File: src/rtl/sfx_pkg.sv
package sfx_pkg;

  localparam int CHAR_MAX = 9;
  localparam int FRAME_W  = CHAR_MAX + 4;
  localparam int CNT_W    = $clog2(FRAME_W + 1);

  typedef enum logic [1:0] {
    MD_TICK  = 2'b00,
    MD_SCLK  = 2'b01,
    MD_RSVD  = 2'b10,
    MD_OTHER = 2'b11
  } mode_e;

  typedef struct packed {
    logic       use_sclk;
    logic       par_en;
    logic       par_odd;
    logic       two_stop;
    logic       pol;
    logic [3:0] nbits;
  } fmt_t;

  function automatic logic [3:0] char_len(input logic [2:0] code);
    logic [3:0] n;
    case (code)
      3'b000:  n = 4'd5;
      3'b001:  n = 4'd6;
      3'b010:  n = 4'd7;
      3'b111:  n = 4'd9;
      default: n = 4'd8;
    endcase
    return n;
  endfunction

  function automatic fmt_t decode_fmt(input logic [7:0] w, input logic size2);
    fmt_t  f;
    mode_e m;
    m          = mode_e'(w[7:6]);
    f.use_sclk = (m == MD_SCLK);
    f.par_en   = w[5];
    f.par_odd  = w[5] & w[4];
    f.two_stop = w[3];
    f.pol      = (m == MD_SCLK) & w[0];
    f.nbits    = char_len({size2, w[2:1]});
    return f;
  endfunction

endpackage

File: src/rtl/sfx_rst_sync.sv
module sfx_rst_sync #(
  parameter int STAGES = 2
) (
  input  logic clk,
  input  logic arst_n,
  output logic rst_n_o
);

  logic [STAGES-1:0] sr_q;
  logic [STAGES-1:0] sr_d;

  always_comb begin
    sr_d = {sr_q[STAGES-2:0], 1'b1};
  end

  always_ff @(posedge clk or negedge arst_n) begin
    if (!arst_n) sr_q <= '0;
    else         sr_q <= sr_d;
  end

  assign rst_n_o = sr_q[STAGES-1];

endmodule

File: src/rtl/sfx_cfg_reg.sv
module sfx_cfg_reg #(
  parameter logic [7:0] RESET_WORD = 8'h06
) (
  input  logic       clk,
  input  logic       rst_n,
  input  logic       we_i,
  input  logic [7:0] word_i,
  input  logic       size2_i,
  output logic [7:0] word_o,
  output logic       size2_o
);

  logic [7:0] word_q, word_d;
  logic       size2_q, size2_d;

  always_comb begin
    word_d  = word_q;
    size2_d = size2_q;
    if (we_i) begin
      word_d  = word_i;
      size2_d = size2_i;
    end
  end

  always_ff @(posedge clk or negedge rst_n) begin
    if (!rst_n) begin
      word_q  <= RESET_WORD;
      size2_q <= 1'b0;
    end else begin
      word_q  <= word_d;
      size2_q <= size2_d;
    end
  end

  assign word_o  = word_q;
  assign size2_o = size2_q;

endmodule

File: src/rtl/sfx_step_gen.sv
module sfx_step_gen #(
  parameter int STAGES = 2
) (
  input  logic clk,
  input  logic rst_n,
  input  logic sclk_i,
  input  logic tick_i,
  input  logic use_sclk_i,
  input  logic pol_i,
  output logic step_o
);

  logic [STAGES:0] chain_q;
  logic [STAGES:0] chain_d;
  logic            rise, fall;

  for (genvar g = 0; g <= STAGES; g++) begin : g_chain
    if (g == 0) begin : g_head
      assign chain_d[g] = sclk_i;
    end else begin : g_body
      assign chain_d[g] = chain_q[g-1];
    end
  end

  always_ff @(posedge clk or negedge rst_n) begin
    if (!rst_n) chain_q <= '0;
    else        chain_q <= chain_d;
  end

  always_comb begin
    rise   = chain_q[STAGES-1] & ~chain_q[STAGES];
    fall   = ~chain_q[STAGES-1] & chain_q[STAGES];
    step_o = use_sclk_i ? (pol_i ? fall : rise) : tick_i;
  end

endmodule

File: src/rtl/sfx_frame_build.sv
module sfx_frame_build
  import sfx_pkg::*;
(
  input  logic [CHAR_MAX-1:0] data_i,
  input  logic [3:0]          nbits_i,
  input  logic                par_en_i,
  input  logic                par_odd_i,
  input  logic                two_stop_i,
  output logic [FRAME_W-1:0]  frame_o,
  output logic [CNT_W-1:0]    len_o
);

  localparam int IDX_W = $clog2(FRAME_W);

  logic [CHAR_MAX-1:0] kept;
  logic                par_bit;
  logic [IDX_W-1:0]    par_idx;

  for (genvar g = 0; g < CHAR_MAX; g++) begin : g_keep
    assign kept[g] = data_i[g] & (nbits_i > 4'(g));
  end

  always_comb begin
    par_bit = (^kept) ^ par_odd_i;
    par_idx = IDX_W'(nbits_i) + IDX_W'(1);
    frame_o = '1;
    frame_o[0] = 1'b0;
    for (int i = 0; i < CHAR_MAX; i++) begin
      if (nbits_i > 4'(i)) frame_o[i+1] = kept[i];
    end
    if (par_en_i) frame_o[par_idx] = par_bit;
    len_o = CNT_W'(nbits_i) + CNT_W'(2) + CNT_W'(par_en_i) + CNT_W'(two_stop_i);
  end

endmodule

File: src/rtl/sfx_shifter.sv
module sfx_shifter
  import sfx_pkg::*;
(
  input  logic               clk,
  input  logic               rst_n,
  input  logic               load_i,
  input  logic [FRAME_W-1:0] frame_i,
  input  logic [CNT_W-1:0]   len_i,
  input  logic               use_sclk_i,
  input  logic               pol_i,
  input  logic               step_i,
  output logic               busy_o,
  output logic               txd_o,
  output logic               use_sclk_o,
  output logic               pol_o
);

  logic               busy_q, busy_d;
  logic               txd_q, txd_d;
  logic [FRAME_W-1:0] sh_q, sh_d;
  logic [CNT_W-1:0]   cnt_q, cnt_d;
  logic [CNT_W-1:0]   len_q, len_d;
  logic               sclk_q, sclk_d;
  logic               pol_q, pol_d;

  always_comb begin
    busy_d = busy_q;
    txd_d  = txd_q;
    sh_d   = sh_q;
    cnt_d  = cnt_q;
    len_d  = len_q;
    sclk_d = sclk_q;
    pol_d  = pol_q;
    if (!busy_q && load_i) begin
      busy_d = 1'b1;
      sh_d   = frame_i;
      len_d  = len_i;
      cnt_d  = '0;
      sclk_d = use_sclk_i;
      pol_d  = pol_i;
    end else if (busy_q && step_i) begin
      if (cnt_q == len_q) begin
        busy_d = 1'b0;
        txd_d  = 1'b1;
      end else begin
        txd_d = sh_q[0];
        sh_d  = {1'b1, sh_q[FRAME_W-1:1]};
        cnt_d = cnt_q + CNT_W'(1);
      end
    end
  end

  always_ff @(posedge clk or negedge rst_n) begin
    if (!rst_n) begin
      busy_q <= 1'b0;
      txd_q  <= 1'b1;
      sh_q   <= '1;
      cnt_q  <= '0;
      len_q  <= '0;
      sclk_q <= 1'b0;
      pol_q  <= 1'b0;
    end else begin
      busy_q <= busy_d;
      txd_q  <= txd_d;
      sh_q   <= sh_d;
      cnt_q  <= cnt_d;
      len_q  <= len_d;
      sclk_q <= sclk_d;
      pol_q  <= pol_d;
    end
  end

  assign busy_o     = busy_q;
  assign txd_o      = txd_q;
  assign use_sclk_o = sclk_q;
  assign pol_o      = pol_q;

endmodule

File: src/rtl/sfx_tx.sv
module sfx_tx
  import sfx_pkg::*;
#(
  parameter int         SYNC_STAGES = 2,
  parameter int         RST_STAGES  = 2,
  parameter logic [7:0] CFG_RESET   = 8'h06
) (
  input  logic                clk,
  input  logic                rst_n,
  input  logic                cfg_we_i,
  input  logic [7:0]          cfg_word_i,
  input  logic                cfg_size2_i,
  input  logic                load_i,
  input  logic [CHAR_MAX-1:0] data_i,
  input  logic                bit_tick_i,
  input  logic                sclk_i,
  output logic                txd_o,
  output logic                busy_o
);

  logic               rst_sync_n;
  logic [7:0]         cfg_word_q;
  logic               cfg_size2_q;
  fmt_t               fmt;
  logic [FRAME_W-1:0] frame;
  logic [CNT_W-1:0]   frame_len;
  logic               frame_sclk;
  logic               frame_pol;
  logic               step_evt;

  sfx_rst_sync #(.STAGES(RST_STAGES)) u_rst (
    .clk     (clk),
    .arst_n  (rst_n),
    .rst_n_o (rst_sync_n)
  );

  sfx_cfg_reg #(.RESET_WORD(CFG_RESET)) u_cfg (
    .clk     (clk),
    .rst_n   (rst_sync_n),
    .we_i    (cfg_we_i),
    .word_i  (cfg_word_i),
    .size2_i (cfg_size2_i),
    .word_o  (cfg_word_q),
    .size2_o (cfg_size2_q)
  );

  assign fmt = decode_fmt(cfg_word_q, cfg_size2_q);

  sfx_frame_build u_build (
    .data_i     (data_i),
    .nbits_i    (fmt.nbits),
    .par_en_i   (fmt.par_en),
    .par_odd_i  (fmt.par_odd),
    .two_stop_i (fmt.two_stop),
    .frame_o    (frame),
    .len_o      (frame_len)
  );

  sfx_step_gen #(.STAGES(SYNC_STAGES)) u_step (
    .clk        (clk),
    .rst_n      (rst_sync_n),
    .sclk_i     (sclk_i),
    .tick_i     (bit_tick_i),
    .use_sclk_i (frame_sclk),
    .pol_i      (frame_pol),
    .step_o     (step_evt)
  );

  sfx_shifter u_shift (
    .clk        (clk),
    .rst_n      (rst_sync_n),
    .load_i     (load_i),
    .frame_i    (frame),
    .len_i      (frame_len),
    .use_sclk_i (fmt.use_sclk),
    .pol_i      (fmt.pol),
    .step_i     (step_evt),
    .busy_o     (busy_o),
    .txd_o      (txd_o),
    .use_sclk_o (frame_sclk),
    .pol_o      (frame_pol)
  );

endmodule

File: config.mk
export PLATFORM = sky130hd
export DESIGN_NAME = sfx_tx
export DESIGN_NICKNAME = d
export VERILOG_FILES = /design/src/rtl/sfx_pkg.sv /design/src/rtl/sfx_rst_sync.sv /design/src/rtl/sfx_cfg_reg.sv /design/src/rtl/sfx_step_gen.sv /design/src/rtl/sfx_frame_build.sv /design/src/rtl/sfx_shifter.sv /design/src/rtl/sfx_tx.sv
export SDC_FILE = /design/constraint.sdc
export NUM_CORES = 1
export LEC_CHECK = 0
export CAP_MARGIN = 20
export CORE_ASPECT_RATIO = 0.8
export CORE_UTILIZATION = 51
export CTS_BUF_LIST = sky130_fd_sc_hd__clkbuf_4 sky130_fd_sc_hd__clkbuf_8
export CTS_CLUSTER_SIZE = 14
export DETAILED_ROUTE_END_ITERATION = 16
export MAX_ROUTING_LAYER = met4
export PLACE_DENSITY = 0.79
export SLEW_MARGIN = 30
export SYNTH_ARGS = -nofsm -noshare
export SYNTH_HDL_FRONTEND = slang
export SYNTH_SLANG_ARGS = --single-unit
File: constraint.sdc
create_clock -name clk -period 1.2 [get_ports clk]
set_input_delay 0.24 -clock clk [delete_from_list [all_inputs] [get_ports clk]]
set_output_delay 0.24 -clock clk [all_outputs]
set_load 0.01 [all_outputs]
Word level (Yosys, flattened, before mapping):

Cells that the tools add are included.

* register bits after elaboration: 39
* word-level logic and storage cells: 87

* $add $sub $neg: 5
* order comparisons: 11
* eq/ne operators: 6
* muxes and demuxes: 26
* bitwise operators: 17
* reduce and logical (&&, ||, !) cells: 11

Operators by type and width (number)
* $mux W13: 4
* $gt A4 B3 Y1 const B: 4
* $mux W1: 16
* $pmux W4 S4: 1
* $and A1 B1 Y1: 13
* $bwmux W13: 1
* $mux W4: 3
* $reduce_xor A9 Y1: 1
* $add A4 B1 Y4: 2
* $add A4 B1 Y4 const B: 2
* $gt A4 B1 Y1 const B: 2
* $gt A4 B2 Y1 const B: 2
* $reduce_and A2 Y1: 3
* $lt A4 B5 Y1 const B: 1
* $add A4 B2 Y4 const B: 1
* $demux W1 S4: 1
* $eq A4 B4 Y1: 1
* $ge A4 B1 Y1 const B: 1
* $gt A4 B4 Y1 const B: 1
* $reduce_bool A2 Y1: 2
* $eq A3 B1 Y1 const B: 1
* $eq A3 B2 Y1 const B: 1
* $eq A3 B3 Y1 const B: 1
* $logic_and A1 B1 Y1: 3
* other kinds (6): 8

Depth between registers and ports, before layout:

* depth after elaboration: 10
* mapped depth: 8
* gate-level depth less buffers: 7

Hierarchy:

Synthesis repeated with hierarchy kept, for this count alone.

* cell total of the unflattened synthesis: 252
* area, all modules: 2522.4 um^2

By module, submodules not included
* sfx_shifter: times used 1, cells each 137, area an instance 1423.9 um^2
* sfx_frame_build: times used 1, cells each 77, area an instance 513.0 um^2
* sfx_cfg_reg: times used 1, cells each 19, area an instance 374.1 um^2
* sfx_step_gen: times used 1, cells each 7, area an instance 101.3 um^2
* sfx_tx: times used 1, cells each 9, area an instance 56.3 um^2
* sfx_rst_sync: times used 1, cells each 3, area an instance 53.8 um^2

Least setup slack after synthesis:

OpenSTA, ideal clock, no wires.

* path type: register to register
* start point: register u_cfg.word_q[2] (netlist: u_cfg.word_o[2])
* end point: register u_shift.sh_q[10]
* arrival time: 1.763 ns
* path slack: -0.649 ns
* cell stages (with the launch flop): 7
* path buffers: 1
* period minus slack after synthesis: 1.849 ns
* cells stage by stage: dfstp_2 > buf_2 > o21ai_0 > xnor3_1 > xnor2_2 > xor2_1 > o41a_1

* longest elaborated chain between the ends: 10

RTL lines
* from (decl): line sfx_cfg_reg.sv:13 `logic [7:0] word_q, word_d;`
* from (signal assigned): line sfx_cfg_reg.sv:30 `word_q <= word_d;`
* $eq A3 B3 Y1 (tied with other cells): line sfx_pkg.sv:25 `case (code)`
* $pmux W4 S4 (*): line sfx_pkg.sv:25
* $add A4 B1 Y4: line sfx_frame_build.sv:25 `par_idx = IDX_W'(nbits_i) + IDX_W'(1);`
* $lt A4 B5 Y1 (implied by the code) / $ge A4 B1 Y1 (equally long branches): line sfx_frame_build.sv:31 `if (par_en_i) frame_o[par_idx] = par_bit;`
* $logic_and A1 B1 Y1 (implied by the code): line sfx_frame_build.sv:31
* $mux W1 (implied by the code): line sfx_frame_build.sv:31
* $demux W1 S4
* $bwmux W13 (*): line sfx_frame_build.sv:31
* $mux W13 (*): line sfx_frame_build.sv:31
* $mux W13 (*): line sfx_shifter.sv:34 `if (!busy_q && load_i) begin`
* to (signal assigned): line sfx_shifter.sv:57 `sh_q <= '1;`
* to (signal assigned): line sfx_shifter.sv:65 `sh_q <= sh_d;`
* to (decl): line sfx_shifter.sv:20 `logic [FRAME_W-1:0] sh_q, sh_d;`

Every way passes the cells marked *; elsewhere a longest branch is shown, timed or not.
A chain may end at the register's enable or synchronous reset.

Final worst setup path:

* start point: register u_shift.pol_q (netlist: u_shift.pol_o)
* end point: register u_shift.sh_q[10]

* longest elaborated chain between the ends: 5

RTL lines
* from (decl): line sfx_shifter.sv:24 `logic pol_q, pol_d;`
* from (signal assigned): line sfx_shifter.sv:69 `pol_q <= pol_d;`
* $mux W1 (2 in a row): line sfx_step_gen.sv:33 `step_o = use_sclk_i ? (pol_i ? fall : rise) : tick_i;`
* $logic_and A1 B1 Y1: line sfx_shifter.sv:41 `end else if (busy_q && step_i) begin`
* $reduce_bool A2 Y1 (no line)
* $reduce_and A2 Y1 (no line)

No other way between the ends.

==> results by stage <==
Logic synthesis:
- The async set-reset flop share out of synthesis is 100%.
- The synthesis warning total is 0.
- The dominant synthesized flop cell is sky130_fd_sc_hd__dfrtp_1.
- The distinct cell type count of the synthesized netlist is 41.
- In this run the cell area of the synthesized design comes to 1930 µm².
- The number of instances in the synthesized netlist is 172.
- The number of enable-type register cells in the synthesized netlist is 0.
- The sequential area share after synthesis is 51.7%.
- Synthesis inferred 39 register bits.
- The mean cell area of the mapped netlist is 11.2 µm².
- Counting every net in the synthesized netlist gives 199.

Floorplanning:
- The initial utilization of the core area, before any placement, comes to 54.8%.
- The die covers 4030 µm².
- From bottom edge to top edge, the die measures 57.0 µm.
- After floorplanning, the core was sized to cover 3520 µm².
- The floorplan has 19 rows.
- The I/O pin total is 26.
- The horizontal die dimension is 70.7 µm.

Placed design:
- The HPWL after detailed placement is 2950 µm.
- The congestion estimate from routability-driven global placement came to 0.921.
- After detailed placement, the total cell area comes to 2440 µm².
- Port buffering added 25 buffers.

Global routing:
- The total overflow left after global routing is 0.
- The first global-routing pass estimated 7480 µm of wire.
- The number of global-route vias before repair is 1631.
- The overall track demand over capacity in global routing is 25.4%.
- Entering global routing, the biggest net connects 38 pins.
- The initial antenna violation count is 0.

Power:
- The sum of internal, switching and leakage power is 0.00574 W.
- The worst ir drop on vdd is 1.35 mV.
- The relative contribution of the clock network to total power is 19.9%.
- In this run, the combinational gates consume 44.3% of the power.
- For this design the ratio of total power to cell area is 2070 nW/µm².
- In this run the power spent charging and discharging nets is 0.00190 W.
- In this run, flip-flops and latches consume 35.7% of the power.
- For this design the static power due to leakage is 1.26 nW.
- The net switching fraction of the power is 33.0%.
- The cell-internal power is 0.00385 W.

STA:
- Between clock sinks in the finished design, the worst skew comes to 3.90 ps.
- The final hold violation count is 0.
- After layout, the worst path uses 150% of the clock period.
- In the post-route analysis, the smallest setup slack over all paths is -595 ps.
- The total setup violations reported at the end of the flow is 23.
- Summed over all failing endpoints, the final setup total negative slack is -11540 ps.
- On the final layout, the worst hold slack is 106 ps.
- Setup repair after global routing could not meet its margin everywhere.
- The final-report max-slew violation count is 0.
- For the finished layout, the period the worst path requires is 1790 ps.
- The maximum frequency from static timing analysis is 0.557 GHz.

Layout:
- The share of cells above drive strength 1 is 42.4%.
- From synthesis to final layout, the design area changed by 44.2%.
- At the end of the flow the core is filled with cells to 78.9%.
- The number of inserted diodes is 0.
- The final-stage net count is 264.
- In the layout the commonest cells are sky130_fd_sc_hd__buf_4, sky130_fd_sc_hd__dfrtp_1, sky130_fd_sc_hd__clkdlybuf4s50_1.
- The number of fill cells in the layout is 209.
- The most frequent standard cell in the layout excluding fill and tap cells is sky130_fd_sc_hd__buf_4.
- With fillers left out, the area of the finished cells amounts to 2780 µm².

Worst setup path:
- The signal on the critical path passes through or3b_1 > a311oi_2 > nand2b_1 > buf_6 > mux2i_1 > nand2_1 > o41a_1.
- The worst setup path is launched from a flop.
- The worst endpoint required time is 1420 ps.
- Of all nets on the critical path, the largest fanout is 2.
- The cell family contributing the most delay on the critical path is simple AND/OR/NAND/NOR gates.
- The largest incremental delay on the critical path is 380 ps.
- For the worst setup path, the data arrival time is 2010 ps.
- The worst setup path is of the flop to flop kind.
- The largest individual stage delay along the critical path comes from the cell sky130_fd_sc_hd__dfrtp_1.
- The type of element capturing the critical path is a flop.
- Counting both buffers and inverters, the worst setup path holds a total of 1.

Status:
- The flow ran to the end, but the final reports show violations.
- The checks that failed: design-rule violations, negative setup slack.

CTS:
- The TritonCTS clock tree is done.
- Clock tree synthesis inserted a total of 5 buffers.
- The clock insertion delay at the later pin of the skew report is 290 ps.
- The H-tree generated during clock tree synthesis spans 2 levels.
- The tree is rooted in a sky130_fd_sc_hd__clkbuf_8.
- The clock drives 39 sinks.
- After clock tree synthesis, the clock-pin slew on the worst setup and hold paths is 80 ps.
- The longest clock path from root to sink contains 2 buffers.
- The hold buffer count at CTS is 0.

Route:
- The first detailed-routing pass took 10 iterations.
- After detailed routing, the number of remaining DRC violations is 2.
- After detailed routing, the number of vias per cell comes to 5.41.
- Wires add up to 4740 µm.
- Dividing the detail-routed wire length by the instance count gives 16.9 µm.
- After the first detailed-routing iteration, the DRC count stood at 61.
- Once detail routing completed, the nets flagged for antenna violations numbered 0.
- The routed layout has 1516 vias.

Min path:
- The worst hold path class is input pin to async pin.

Run:
- The tool flagged a number of max-cap violations equal to 0.
## layer usage
layer / track usage, % / vias to the layer above / part of all wire [%]
met2: 45.9 / 40 / 53
met5: - / - / 0
met3: 4.77 / 15 / 3.4
met4: 10.6 / 0 / 3.5
li1: - / 713 / -
met1: 27.7 / 748 / 40
## cells in the mapped netlist (2+ instances only)
master,number,area share (%)
sky130_fd_sc_hd__clkbuf_1,5,0.97
sky130_fd_sc_hd__nand3b_1,2,0.78
sky130_fd_sc_hd__mux2i_1,13,6.8
sky130_fd_sc_hd__dfrtp_1,23,30
sky130_fd_sc_hd__dfstp_2,16,22
sky130_fd_sc_hd__inv_1,5,0.97
sky130_fd_sc_hd__buf_2,2,0.52
sky130_fd_sc_hd__ha_1,2,1.3
sky130_fd_sc_hd__nor2_1,15,2.9
sky130_fd_sc_hd__nand2b_1,3,0.97
sky130_fd_sc_hd__o22ai_1,2,0.65
sky130_fd_sc_hd__or3_1,2,0.65
sky130_fd_sc_hd__nand2_1,17,3.3
sky130_fd_sc_hd__xor2_1,8,3.6
sky130_fd_sc_hd__o21ai_0,12,3.1
sky130_fd_sc_hd__xnor2_1,6,2.7
sky130_fd_sc_hd__mux2_2,8,4.7
sky130_fd_sc_hd__a21oi_1,5,1.3
sky130_fd_sc_hd__nand3_1,4,1.0
## per-stage QoR
stage | setup slack, ps | cells
global route | -670 | 280
finish | -595 | 280
global placement | -1000 | 261
detailed placement | -1050 | 261
CTS | -624 | 275
floorplan | -539 | 172
## worst paths after layout
path                          startpoint                to  slack [ps]  cells after the start
setup / recovery           u_shift.pol_o  u_shift.sh_q[10]        -590                      7
hold / removal                     rst_n     u_rst.sr_q[1]         110                      1
setup reg to reg           u_shift.pol_o  u_shift.sh_q[10]        -590                      7
hold reg to reg            u_rst.sr_q[1]     u_cfg.size2_o         230                      1
max in group asynchronous  u_rst.sr_q[1]   u_shift.sh_q[3]         700                      1
min in group clk               data_i[0]   u_shift.sh_q[1]         250                      3
## worst register-to-register path, delay by kind of cell (launching register included)
family          cells  cell delay, ps
compound gates      2             410
buf+inv             1             150
flops               1             380
mux                 1             160
simple gates        3             630
## cell type report
cell class | instances | area [µm²] | share of cell area, %
clock buffer | 6 | 82.6 | 2.97
clock inverter | 2 | 35.0 | 1.26
timing repair buffer | 67 | 621 | 22.3
multi-input combinational | 119 | 972 | 35.0
inverter | 5 | 18.8 | 0.676
tap | 42 | 52.6 | 1.89
sequential | 39 | 996 | 35.9
## registers in the layout, summed over array words and instances, names as in the netlist
name                count
u_cfg.size2_o           1
u_cfg.word_o            8
u_rst.sr_q              2
u_shift.busy_o          1
u_shift.cnt_q           4
u_shift.len_q           4
u_shift.pol_o           1
u_shift.sh_q           13
u_shift.txd_o           1
u_shift.use_sclk_o      1
u_step.chain_q          3
## timing repair
item	4_1_cts	5_1_grt
pin swaps	7	7
cloned	0	0
setup endpoints to repair	27	27
resized for setup	24	19
setup buffers	7	5
## power groups by stage
stage               combinational (W)  clock [W]  sequential, W
floorplan                     0.00148          0        0.00206
global placement              0.00204          0        0.00204
detailed placement            0.00216          0        0.00207
CTS                           0.00233    0.00115        0.00204
global route                  0.00275    0.00120        0.00209
finish                        0.00255    0.00115        0.00205
## kinds of logic (layout without fill, tap and decap cells)
family                   after synthesis  count (layout)  share of synthesized area, %
AND/OR/NAND/NOR                       48              48                          11.4
flip-flops                            39              39                          51.7
AO/OA/AOI/OAI                         29              29                          9.93
multiplexers                          21              21                          11.4
XOR/XNOR                              16              16                          8.38
buffers and inverters                 14              80                          4.09
adder cells (fa/ha/maj)                4               4                          2.86
other                                  1               1                         0.195
Power figures use the tool's default switching activity.
